===== src/rtl/uart_chan_pkg.sv =====
package uart_chan_pkg;

   typedef enum logic [1:0] {
      CHM_NORMAL = 2'd0,
      CHM_ECHO   = 2'd1,
      CHM_LLOOP  = 2'd2,
      CHM_RLOOP  = 2'd3
   } chan_mode_e;

   // control word bit positions (behaviour depends on them)
   localparam int CB_RX_RST  = 0;
   localparam int CB_TX_RST  = 1;
   localparam int CB_RX_EN   = 2;
   localparam int CB_RX_DIS  = 3;
   localparam int CB_TX_EN   = 4;
   localparam int CB_TX_DIS  = 5;
   localparam int CB_TO_RST  = 6;
   localparam int CB_BRK_GO  = 7;
   localparam int CB_BRK_END = 8;
   localparam int CTRL_BITS  = 9;

   // direction index: 0 receive, 1 transmit
   localparam int DIR_RX = 0;
   localparam int DIR_TX = 1;

endpackage


===== src/rtl/uart_ctrl_reg.sv =====
module uart_ctrl_reg
   import uart_chan_pkg::*;
#(
   parameter int CTRL_W = CTRL_BITS,
   parameter logic [CTRL_W-1:0] RST_VAL = CTRL_W'(9'h128)
)(
   input  logic              clk,
   input  logic              rst_n,
   input  logic              ctrl_we,
   input  logic [CTRL_W-1:0] ctrl_wdata,
   output logic [CTRL_W-1:0] ctrl_q,
   output logic [1:0]        dir_en,
   output logic [1:0]        dir_rst_pls,
   output logic              tout_rst_pls,
   output logic              brk_req
);

   localparam logic [CTRL_W-1:0] SELF_CLR =
      CTRL_W'((1 << CB_RX_RST) | (1 << CB_TX_RST));

   if (CTRL_W < CTRL_BITS) begin : g_bad_width
      $error("uart_ctrl_reg: CTRL_W too small for control fields");
   end

   always_ff @(posedge clk or negedge rst_n) begin
      if (!rst_n) begin
         ctrl_q       <= RST_VAL & ~SELF_CLR;
         tout_rst_pls <= 1'b0;
      end else begin
         tout_rst_pls <= ctrl_we & ctrl_wdata[CB_TO_RST];
         if (ctrl_we) ctrl_q <= ctrl_wdata & ~SELF_CLR;
      end
   end

   for (genvar d = 0; d < 2; d++) begin : g_dir
      localparam int EN_B  = (d == DIR_RX) ? CB_RX_EN  : CB_TX_EN;
      localparam int DIS_B = (d == DIR_RX) ? CB_RX_DIS : CB_TX_DIS;
      localparam int RST_B = (d == DIR_RX) ? CB_RX_RST : CB_TX_RST;

      assign dir_en[d] = ctrl_q[EN_B] & ~ctrl_q[DIS_B];

      always_ff @(posedge clk or negedge rst_n) begin
         if (!rst_n) dir_rst_pls[d] <= 1'b0;
         else        dir_rst_pls[d] <= ctrl_we & ctrl_wdata[RST_B];
      end

      // a reset pulse only follows a write carrying its bit
      assert_rst_pulse_R3: assert property (@(posedge clk) disable iff (!rst_n)
         dir_rst_pls[d] |-> $past(ctrl_we && ctrl_wdata[RST_B]));
   end

   assign brk_req = ctrl_q[CB_BRK_GO] & ~ctrl_q[CB_BRK_END];

   assert_brk_rise_R4: assert property (@(posedge clk) disable iff (!rst_n)
      $rose(brk_req) |-> $past(ctrl_we));

   assert_rst_once_R3: assert property (@(posedge clk) disable iff (!rst_n)
      (tout_rst_pls && !$past(ctrl_we, 2)) |=> !tout_rst_pls || $past(ctrl_we));

endmodule


===== src/rtl/uart_path_steer.sv =====
module uart_path_steer
   import uart_chan_pkg::*;
#(
   parameter int DATA_W   = 8,
   parameter int MODE_W   = 12,
   parameter int MODE_LSB = 8
)(
   input  logic              clk,
   input  logic              rst_n,
   input  logic              mode_we,
   input  logic [MODE_W-1:0] mode_wdata,
   input  logic [1:0]        dir_en,
   input  logic              host_wr,
   input  logic [DATA_W-1:0] host_wdata,
   input  logic              line_vld,
   input  logic [DATA_W-1:0] line_data,
   input  logic              line_brk,
   output chan_mode_e        mode_q,
   output logic              rx_push,
   output logic [DATA_W-1:0] rx_push_data,
   output logic              tx_push,
   output logic [DATA_W-1:0] tx_push_data
);

   localparam int MODE_MSB = MODE_LSB + 1;

   if (MODE_MSB >= MODE_W) begin : g_bad_mode
      $error("uart_path_steer: mode field outside mode word");
   end
   if (DATA_W < 5 || DATA_W > 9) begin : g_bad_data
      $error("uart_path_steer: DATA_W must be 5..9");
   end

   logic              host_to_rx, host_to_tx, line_to_rx, line_to_tx;
   logic              rx_nxt, tx_nxt;
   logic [DATA_W-1:0] rx_dnxt, tx_dnxt;

   always_comb begin
      host_to_rx = (mode_q == CHM_LLOOP);
      host_to_tx = (mode_q == CHM_NORMAL);
      line_to_rx = (mode_q == CHM_NORMAL) || (mode_q == CHM_ECHO);
      line_to_tx = (mode_q == CHM_ECHO)   || (mode_q == CHM_RLOOP);

      rx_nxt  = 1'b0;
      rx_dnxt = '0;
      if (dir_en[DIR_RX]) begin
         if (line_brk) begin
            rx_nxt = 1'b1;
         end else if (host_wr && host_to_rx) begin
            rx_nxt  = 1'b1;
            rx_dnxt = host_wdata;
         end else if (line_vld && line_to_rx) begin
            rx_nxt  = 1'b1;
            rx_dnxt = line_data;
         end
      end

      tx_nxt  = 1'b0;
      tx_dnxt = '0;
      if (dir_en[DIR_TX]) begin
         if (host_wr && host_to_tx) begin
            tx_nxt  = 1'b1;
            tx_dnxt = host_wdata;
         end else if (line_vld && line_to_tx) begin
            tx_nxt  = 1'b1;
            tx_dnxt = line_data;
         end
      end
   end

   always_ff @(posedge clk or negedge rst_n) begin
      if (!rst_n) begin
         mode_q       <= CHM_NORMAL;
         rx_push      <= 1'b0;
         rx_push_data <= '0;
         tx_push      <= 1'b0;
         tx_push_data <= '0;
      end else begin
         if (mode_we) mode_q <= chan_mode_e'(mode_wdata[MODE_MSB:MODE_LSB]);
         rx_push      <= rx_nxt;
         rx_push_data <= rx_dnxt;
         tx_push      <= tx_nxt;
         tx_push_data <= tx_dnxt;
      end
   end

   assert_rx_gate_R9: assert property (@(posedge clk) disable iff (!rst_n)
      rx_push |-> $past(dir_en[DIR_RX]));
   assert_tx_gate_R9: assert property (@(posedge clk) disable iff (!rst_n)
      tx_push |-> $past(dir_en[DIR_TX]));
   assert_brk_zero_R10: assert property (@(posedge clk) disable iff (!rst_n)
      (line_brk && dir_en[DIR_RX]) |=> (rx_push && rx_push_data == '0));
   assert_remote_norx_R8: assert property (@(posedge clk) disable iff (!rst_n)
      (rx_push && $past(mode_q) == CHM_RLOOP) |-> $past(line_brk));
   assert_tx_source_R12: assert property (@(posedge clk) disable iff (!rst_n)
      tx_push |-> $past(host_wr || line_vld));

endmodule


===== src/rtl/uart_chan_router.sv =====
module uart_chan_router
   import uart_chan_pkg::*;
#(
   parameter int DATA_W   = 8,
   parameter int CTRL_W   = CTRL_BITS,
   parameter int MODE_W   = 12,
   parameter int MODE_LSB = 8
)(
   input  logic              clk,
   input  logic              rst_n,
   input  logic              ctrl_we,
   input  logic [CTRL_W-1:0] ctrl_wdata,
   input  logic              mode_we,
   input  logic [MODE_W-1:0] mode_wdata,
   input  logic              host_wr,
   input  logic [DATA_W-1:0] host_wdata,
   input  logic              line_vld,
   input  logic [DATA_W-1:0] line_data,
   input  logic              line_brk,
   output logic [CTRL_W-1:0] ctrl_rdata,
   output logic [1:0]        chan_mode,
   output logic              rx_en,
   output logic              tx_en,
   output logic              brk_req,
   output logic              rx_rst_pls,
   output logic              tx_rst_pls,
   output logic              tout_rst_pls,
   output logic              rx_push,
   output logic [DATA_W-1:0] rx_push_data,
   output logic              tx_push,
   output logic [DATA_W-1:0] tx_push_data
);

   logic [1:0] dir_en;
   logic [1:0] dir_rst;
   chan_mode_e mode_q;

   uart_ctrl_reg #(.CTRL_W(CTRL_W)) u_ctrl (
      .clk          (clk),
      .rst_n        (rst_n),
      .ctrl_we      (ctrl_we),
      .ctrl_wdata   (ctrl_wdata),
      .ctrl_q       (ctrl_rdata),
      .dir_en       (dir_en),
      .dir_rst_pls  (dir_rst),
      .tout_rst_pls (tout_rst_pls),
      .brk_req      (brk_req)
   );

   uart_path_steer #(.DATA_W(DATA_W), .MODE_W(MODE_W), .MODE_LSB(MODE_LSB)) u_steer (
      .clk          (clk),
      .rst_n        (rst_n),
      .mode_we      (mode_we),
      .mode_wdata   (mode_wdata),
      .dir_en       (dir_en),
      .host_wr      (host_wr),
      .host_wdata   (host_wdata),
      .line_vld     (line_vld),
      .line_data    (line_data),
      .line_brk     (line_brk),
      .mode_q       (mode_q),
      .rx_push      (rx_push),
      .rx_push_data (rx_push_data),
      .tx_push      (tx_push),
      .tx_push_data (tx_push_data)
   );

   assign chan_mode  = mode_q;
   assign rx_en      = dir_en[DIR_RX];
   assign tx_en      = dir_en[DIR_TX];
   assign rx_rst_pls = dir_rst[DIR_RX];
   assign tx_rst_pls = dir_rst[DIR_TX];

   assert_one_rx_src_R10: assert property (@(posedge clk) disable iff (!rst_n)
      (rx_push && $past(line_brk)) |-> rx_push_data == '0);

endmodule


===== config.mk =====
export PLATFORM = sky130hd
export DESIGN_NAME = uart_chan_router
export DESIGN_NICKNAME = d
export VERILOG_FILES = /design/src/rtl/uart_chan_pkg.sv /design/src/rtl/uart_ctrl_reg.sv /design/src/rtl/uart_path_steer.sv /design/src/rtl/uart_chan_router.sv
export SDC_FILE = /design/constraint.sdc
export NUM_CORES = 1
export LEC_CHECK = 0
export BUFFER_PORTS_ARGS = -buffer_cell sky130_fd_sc_hd__clkbuf_2
export CORE_MARGIN = 2
export CORE_UTILIZATION = 40
export CTS_BUF_LIST = sky130_fd_sc_hd__clkbuf_16
export DETAILED_ROUTE_END_ITERATION = 10
export HOLD_SLACK_MARGIN = 0.03
export PLACE_DENSITY = 0.78
export SLEW_MARGIN = 5
export SYNTH_ARGS = -nofsm -noshare
export SYNTH_HDL_FRONTEND = slang
export SYNTH_SLANG_ARGS = --single-unit

===== constraint.sdc =====
create_clock -name clk -period 1.6 [get_ports clk]
set_input_delay 0.32 -clock clk [delete_from_list [all_inputs] [get_ports clk]]
set_output_delay 0.32 -clock clk [all_outputs]
set_load 0.02 [all_outputs]

[Yosys cells after proc, flatten, opt, wreduce, memory -nomap -nowiden]
Index checks and enable logic that the tools add are counted.
Storage, ports and cells
  bits in latches: 0
  ROM bits: 0
  word-level logic and storage cells: 42
  register bits: 30
  memories: 0
  output and inout bits: 35
  RAM bits: 0
Cells by class
  shifts and indexed selects: 0
  $add $sub $neg: 0
  mux-type cells: 14
  divide/modulo/power cells: 0
  order comparisons: 0
  equality and inequality tests: 3
  multiply operators: 0
  bitwise gates (word level): 9
  reductions and logical operators: 7
Operators with widths (number)
  $mux 8: 7
  $mux 1: 7
  $and 1x1->1: 6
  $eq 2x2->1 const B: 2
  $logic_and 1x1->1: 4
  $not 1->1: 3
  $eq 2x1->1 const B: 1
  $logic_not 2->1: 1
  $logic_or 1x1->1: 2

[Logic depth before layout (Yosys ltp)]
Gate-level depths: netlist (run 1).
  depth after elaboration: 7
  depth in mapped cells: 4
  mapped depth without buffers: 2

[Modules after synthesis]
From an unflattened synthesis (run 1), not the netlist that was laid out.
Unflattened totals
  cell total of the unflattened synthesis: 98
  area, all modules: 1310.0 um^2
By module, submodules not included
  uart_path_steer: cells an instance 71, times used 1, area an instance 879.6 um^2
  uart_ctrl_reg: cells an instance 27, times used 1, area an instance 430.4 um^2

[Worst setup path after synthesis (run 1)]
No wires, ideal clock.
  kind: register to register
  from: register u_ctrl.ctrl_q[5]
  to: register u_steer.tx_push_data[0]
  cell stages (with the launch flop): 4
  arrival: 1.114 ns
  path slack: 0.364 ns
  period minus slack after synthesis: 1.236 ns
  setup time: 0.122 ns
  cell sequence: dfstp_2 -> and4b_1 -> buf_2 -> a32o_1
Between the ends
  longest elaborated chain between the ends: 3
RTL lines
  start, declared: line uart_ctrl_reg.sv:11  | output logic [CTRL_W-1:0] ctrl_q,
  start signal, assigned: line uart_ctrl_reg.sv:27  | ctrl_q <= RST_VAL & ~SELF_CLR;
  start signal, assigned: line uart_ctrl_reg.sv:31  | if (ctrl_we) ctrl_q <= ctrl_wdata & ~SELF_CLR;
  $not 1->1: line uart_ctrl_reg.sv:40  | assign dir_en[d] = ctrl_q[EN_B] & ~ctrl_q[DIS_B];
  $and 1x1->1: line uart_ctrl_reg.sv:40
  $mux 8: line uart_path_steer.sv:60  | if (dir_en[DIR_TX]) begin
  named net u_steer.tx_dnxt[0]: line uart_path_steer.sv:36  | logic [DATA_W-1:0] rx_dnxt, tx_dnxt;
  end signal, assigned: line uart_path_steer.sv:83  | tx_push_data <= tx_dnxt;
  end, declared: line uart_path_steer.sv:22  | output logic [DATA_W-1:0] tx_push_data
The timed path passes the listed nets, and every way through them passes these cells.
A chain may end at the register's enable or synchronous reset.

[Final worst setup path (run 1)]
  from: register u_steer.mode_q[0]
  to: output port chan_mode[0]
RTL lines
  start, declared: line uart_path_steer.sv:18  | output chan_mode_e mode_q,
  start signal, assigned: line uart_path_steer.sv:79  | if (mode_we) mode_q <= chan_mode_e'(mode_wdata[MODE_MSB:MODE_LSB]);
  end, declared: line uart_chan_router.sv:21  | output logic [1:0] chan_mode,
No word-level cell between the ends.

==> results of run 1 <==
[stage by stage]
stage / cell area, µm² / setup WS (ps) / total power (µW)
final: 1802 / 167.8 / 2007
after detailed placement: 1665 / 318.7 / 1177
after global placement: 1665 / 357.0 / 1167
after global routing: 1802 / 93.74 / 2083
after CTS: 1802 / 143.2 / 2026
after floorplan: 1329 / 364.0 / 1048
[layer usage]
metal | up-vias | wire length, µm
li1 | 489 | -
met1 | 491 | 1123
met2 | 40 | 1619
met3 | 9 | 142
met4 | 0 | 99
met5 | - | 0
[final cells by class]
| cell class | instances | area [µm²] |
|---|---|---|
| clock buffers | 5 | 125.1 |
| clock inverters | 3 | 11.26 |
| fillers | 264 | 1301 |
| multi-input cells | 57 | 503.0 |
| flip-flops and latches | 30 | 754.5 |
| well taps | 44 | 55.05 |
| repair buffers | 69 | 352.8 |
[where the power goes]
group	internal [µW]	total (µW)	switching (µW)
registers	810	846	36.3
clock network	555	843	288
logic	133	318	184
[cells by family (layout without fill, tap and decap cells)]
kind of cell | after synthesis | after routing
other cells | 1 | 2
buf+inv | 11 | 77
mux | 9 | 9
compound gates | 18 | 18
flops | 30 | 30
simple gates | 28 | 28
[path summary, 6_finish.rpt]
kind	depth (start not counted)	to	slack, ps
setup / recovery	1	chan_mode[0]	170
hold / removal	1	u_ctrl.tout_rst_pls$_DFF_PN0_	100
setup reg to reg	2	u_steer.tx_push_data[0]$_DFF_PN0_	290
hold reg to reg	1	u_ctrl.ctrl_q[6]$_DFFE_PN0P_	510
max in group asynchronous	1	u_steer.tx_push_data[3]$_DFF_PN0_	1030
min in group clk	2	u_ctrl.dir_rst_pls[0]$_DFF_PN0_	260
[sequential cells by signal (all words and copies together) (netlist names)]
| name | count |
|---|---|
| u_steer.rx_push_data | 8 |
| u_steer.tx_push | 1 |
| u_ctrl.tout_rst_pls | 1 |
| u_ctrl.ctrl_q | 7 |
| u_steer.rx_push | 1 |
| u_steer.tx_push_data | 8 |
| u_ctrl.dir_rst_pls | 2 |
| u_steer.mode_q | 2 |
[cell usage in the layout (no fill, tap or decap)]
master and n:
a21oi_2 8, and2_1 4, o21a_1 1, or3b_1 1
nor2b_1 4, dfstp_2 3, mux2_2 9, clkbuf_2 66
inv_1 3, o31a_1 1, clkbuf_16 5, and4b_1 1
buf_4 3, conb_1 2, nor3b_4 1, nand3b_1 8
nand4b_1 8, a32o_1 8, and3b_2 1, dfrtp_1 27
==> results_dict.tcl, run 1 <==
set metrics [dict create \
    run_status "finished, final reports clean" \
    achievable-frequency_mhz 698.2 \
    cts_made_buffers 5 \
    cts.repair_timing.setup_buffer_count 0 \
    ys_dominant_reg_cell "dfrtp_1" \
    grt_max_degree 31 \
    tritoncts "built" \
    power.static_leakage_uw 0.0008944 \
    clkSinkCount 30 \
    combinational_family_with_the_most_area_after_synthesis "simple AND/OR/NAND/NOR gates" \
    post-route-drc-count 0 \
    die_area_um2 3789 \
    hold-worst-slack_ps 103.8 \
    post_route_cells_drive_above_1_share_pct 58.54 \
    path_cells "clkbuf_2" \
    placementRows 20 \
    synth_simple_gate_area_share_pct 17.19 \
    critical_path.reg2reg.startpoint "u_steer.mode_q[0]$_DFFE_PN0P_" \
    yosysTopAreaCellShare_pct 50.99 \
    synth_common_cells "27 x dfrtp_1, 9 x mux2_2" \
    initial_antenna_violation_count 0 \
    finalWeightedCongestion 0.7564 \
    avgSynthCellArea_um2 13.66 \
    worst_path_largest_cell_delay_ps 580 \
    first_global_vias 985 \
    diodes 0 \
    place_hpwl_um 2288 \
    clock_latency_ps 270 \
    chipWidth_um 61.56 \
    critical_path.startpoint_type "flop" \
    synth-seq-cells 30 \
    maximum_vdd_drop_mv 0.6893 \
    rsz0062_at_grt "no" \
    grt_pass1_wl_um 4374 \
    slew_violations 0 \
    synthesis.area_um2 1325 \
    post_synth_num_cell_types 20 \
    power.density_cell_area_nw_per_um2 1114 \
    final-instance-count-excl-fill 208 \
    cp-end-kind "output port" \
    globalRoute.busiestLayer "met2" \
    worst-path-buf-inv 1 \
    detailedRoute.firstIterationViolations 26 \
    xor_xnor_share_of_the_synthesized_area_pct 0 \
    cts.repair.resized 0 \
    critical_path.startpoint "u_steer.mode_q[0]$_DFFE_PN0P_" \
    wl_per_cell_um 14.35 \
    fin_setup_tns_ps 0 \
    grt_util_met1_pct 16.00 \
    io_buffer_count 66 \
    period_minus_slack_ps 1432 \
    drv.max_cap_violation_count 0 \
    skew_ps 2.928 \
    flow.area_growth_from_synthesis_pct 35.98 \
    ys_warn_count 0 \
    gr-usage-met2_pct 29.92 \
    cts_buffer_depth 2 \
    clk_pin_slew_ps 50 \
    synth_fa_ha_area_share_pct 0 \
    placed_cells_incl_taps 200 \
    synth-edff-count 0 \
    met3_usage_pct 4.202 \
    path_type_of_the_worst_min_delay_path "input port to async pin" \
    post_drt_via_cell_ratio 4.947 \
    relative_slew_margins_pct 51.12 \
    drt-pass1-iter-count 4 \
    synth.yosys.seq_area_share_pct 56.94 \
    post_synth_main_area_contributors "dfrtp_1 51%, mux2_2 7.6%, a32o_1 6.0%" \
    die_height_um 61.56 \
    finalHoldViolCount 0 \
    grtUsageTotal_pct 16.51 \
    finalNetCount 207 \
    critical_path.top_delay_family "flip-flops" \
    synth-async-reset-ratio_pct 100.0 \
    synth_compound_gate_area_share_pct 12.56 \
    setup_violations 0 \
    ioPinCount 79 \
    critical_path_class "flop to output port" \
    initial_utilization_pct 42.70 \
    yosys.area.top_type "dfrtp_1" \
    wl_um 2985 \
    grt_overflow 0 \
    worst-endpoint-required_ps 1280 \
    route.vias.total 1029 \
    route.antenna.remaining_nets 0 \
    synthMuxAreaShare_pct 7.649 \
    path_max_fanout 14 \
    finalCritPeriodShare_pct 89.51 \
    synth_most_common_cell "dfrtp_1" \
    htreeDepth 2 \
    max_slew.worst_pin.slew_ps 733.2 \
    worst_ep_arrival_time_ps 1110 \
    holdBufCountCts 0 \
    core_area_um2 3103 \
    clk_root_buf "clkbuf_16" \
    synthesis.instances 97 \
    post-route-util_pct 58.06 \
    worst_path_max_delay_cell "dfrtp_1" \
]
Power figures use the tool's default switching activity.
==> run 2: changes to the inputs <==
==> constraint.sdc (replaced) <==
create_clock -name clk -period 1.8 [get_ports clk]
set_input_delay 0.36 -clock clk [delete_from_list [all_inputs] [get_ports clk]]
set_output_delay 0.36 -clock clk [all_outputs]
set_load 0.02 [all_outputs]
==> run 2 against run 1 <==
  * Critical path depth unchanged
  * Non-clock buffer count decreased by 2
  * Combinational power is 15% lower
  * Largest cell class unchanged
==> results_dict.tcl, run 2 (same netlist as run 1, synthesis figures left out) <==
set metrics [dict create \
    rrSetupSlack_ps 420 \
    ioPinCount 79 \
    power.static_leakage_uw 0.0008983 \
    layout_commonest_cell "clkbuf_2" \
    power.density_cell_area_nw_per_um2 1133 \
    cts.repair.resized 0 \
    route.vias.total 1012 \
    clock_latency_ps 270 \
    post_route_cells_drive_above_1_share_pct 59.26 \
    detailedRoute.firstIterationViolations 22 \
    die_height_um 61.56 \
    worst-endpoint-required_ps 1440 \
    drt-pass1-iter-count 4 \
    max_slew.worst_pin.slew_ps 711.0 \
    worstReg2RegEnd "u_steer.tx_push_data[7]$_DFF_PN0_" \
    setup_violations 0 \
    path_max_fanout 21 \
    setup_ws_ps 172.3 \
    worst-path-stages 1 \
    critical_path.top_delay_family "flip-flops" \
    worst_path_max_delay_cell "dfrtp_1" \
    finalHoldViolCount 0 \
    achievable-frequency_mhz 614.3 \
    cts_made_buffers 5 \
    chipWidth_um 61.56 \
    placementRows 20 \
    clk_root_buf "clkbuf_16" \
    finalCritPeriodShare_pct 90.43 \
    layout.cells.most_common_list "66 x clkbuf_2, 27 x dfrtp_1, 9 x mux2_2" \
    cts.repair_timing.setup_buffer_count 0 \
    cts_buffer_depth 2 \
    worst-path-buf-inv 1 \
    preCtsSetupSlack_ps 442.2 \
    holdBufCountCts 0 \
    hold-worst-slack_ps 136.4 \
    io_buffer_count 66 \
    place_hpwl_um 2257 \
    critical_path.reg2reg.startpoint "u_steer.mode_q[1]$_DFFE_PN0P_" \
    fin_setup_tns_ps 0 \
    worst_ep_arrival_time_ps 1270 \
    slew_violations 0 \
    grt_max_degree 31 \
    grtUsageTotal_pct 16.62 \
    initial_antenna_violation_count 0 \
    relative_slew_margins_pct 52.60 \
    flow.area_growth_from_synthesis_pct 38.81 \
    wl_um 2952 \
    initial_utilization_pct 42.70 \
    worst_path_largest_cell_delay_ps 720 \
    die_area_um2 3789 \
    maximum_vdd_drop_mv 0.7270 \
    clkSinkCount 30 \
    critical_path.startpoint_type "flop" \
    largest_registers "u_steer.rx_push_data: 8 flops, u_steer.tx_push_data: 8 flops, u_ctrl.ctrl_q: 7 flops" \
    reg2reg_depth 2 \
    post-route-drc-count 0 \
    path_cells "clkbuf_2" \
    grt_pass1_wl_um 4491 \
    tritoncts "built" \
    path_type_of_the_worst_min_delay_path "input port to async pin" \
    first_global_vias 1015 \
    run_status "finished, final reports clean" \
    diodes 0 \
    cp-end-kind "output port" \
    critical_path_class "flop to output port" \
    grt_overflow 0 \
    post_drt_via_cell_ratio 4.913 \
    rsz0062_at_grt "no" \
    period_minus_slack_ps 1628 \
    worstSetupEndpoint "chan_mode[1]" \
    route.antenna.remaining_nets 0 \
    critical_path.startpoint "u_steer.mode_q[1]$_DFFE_PN0P_" \
    finalWeightedCongestion 0.7584 \
    htreeDepth 2 \
    finalNetCount 205 \
    fillers 257 \
    clk_pin_slew_ps 50 \
    core_area_um2 3103 \
    wl_per_cell_um 14.33 \
    skew_ps 5.455 \
    drv.max_cap_violation_count 0 \
]
run 2: cell types whose count changed in the layout (fill, tap and decap cells not counted):
| cell | change |
|---|---|
| inv_1 | -3 |
| buf_4 | -2 |
| bufinv_16 | +2 |
| clkinv_1 | +1 |
run 2: final cells by class:
type | count | area [µm²] | share of cell area (%)
Clock buffer | 5 | 125.1 | 6.803
Clock inverter | 3 | 63.81 | 3.469
Multi-Input combinational cell | 57 | 503.0 | 27.35
Sequential cell | 30 | 754.5 | 41.02
Tap cell | 44 | 55.05 | 2.993
Timing Repair Buffer | 67 | 337.8 | 18.37
run 2: how the worst min path moves through the flow:
stage | endpoint | slack [ps] | cells past startpoint
after floorplan | u_ctrl.ctrl_q[2]$_DFFE_PN0P_ | 60 | 0
after global placement | u_ctrl.tout_rst_pls$_DFF_PN0_ | 430 | 1
after detailed placement | u_ctrl.ctrl_q[6]$_DFFE_PN0P_ | 440 | 1
after CTS | u_steer.tx_push_data[5]$_DFF_PN0_ | 160 | 1
after global routing | u_ctrl.tout_rst_pls$_DFF_PN0_ | 210 | 1
final | u_ctrl.tout_rst_pls$_DFF_PN0_ | 140 | 1
run 2: metrics by stage:
stage	cells	instance area, µm²	power (µW)	util, %
floorplan	98	1329	931.3	-
global placement	198	1650	1031	53.19
detailed placement	198	1650	1040	53.19
CTS	206	1839	2093	59.27
global route	206	1839	2154	59.27
finish	206	1839	2084	59.27
run 2: metal layers:
metal	track usage, %	share of wire (%)	up-vias	wire length (µm)
li1	-	-	486	-
met1	19.02	38	477	1112
met2	29.02	56	41	1646
met3	3.992	4.5	8	134
met4	7.903	2.0	0	59
met5	0	0	-	0
run 2: where the power goes:
group          switching [µW]  total, µW  internal (µW)
clock network             270       1060            786
registers                37.9        757            719
logic                     158        271            113
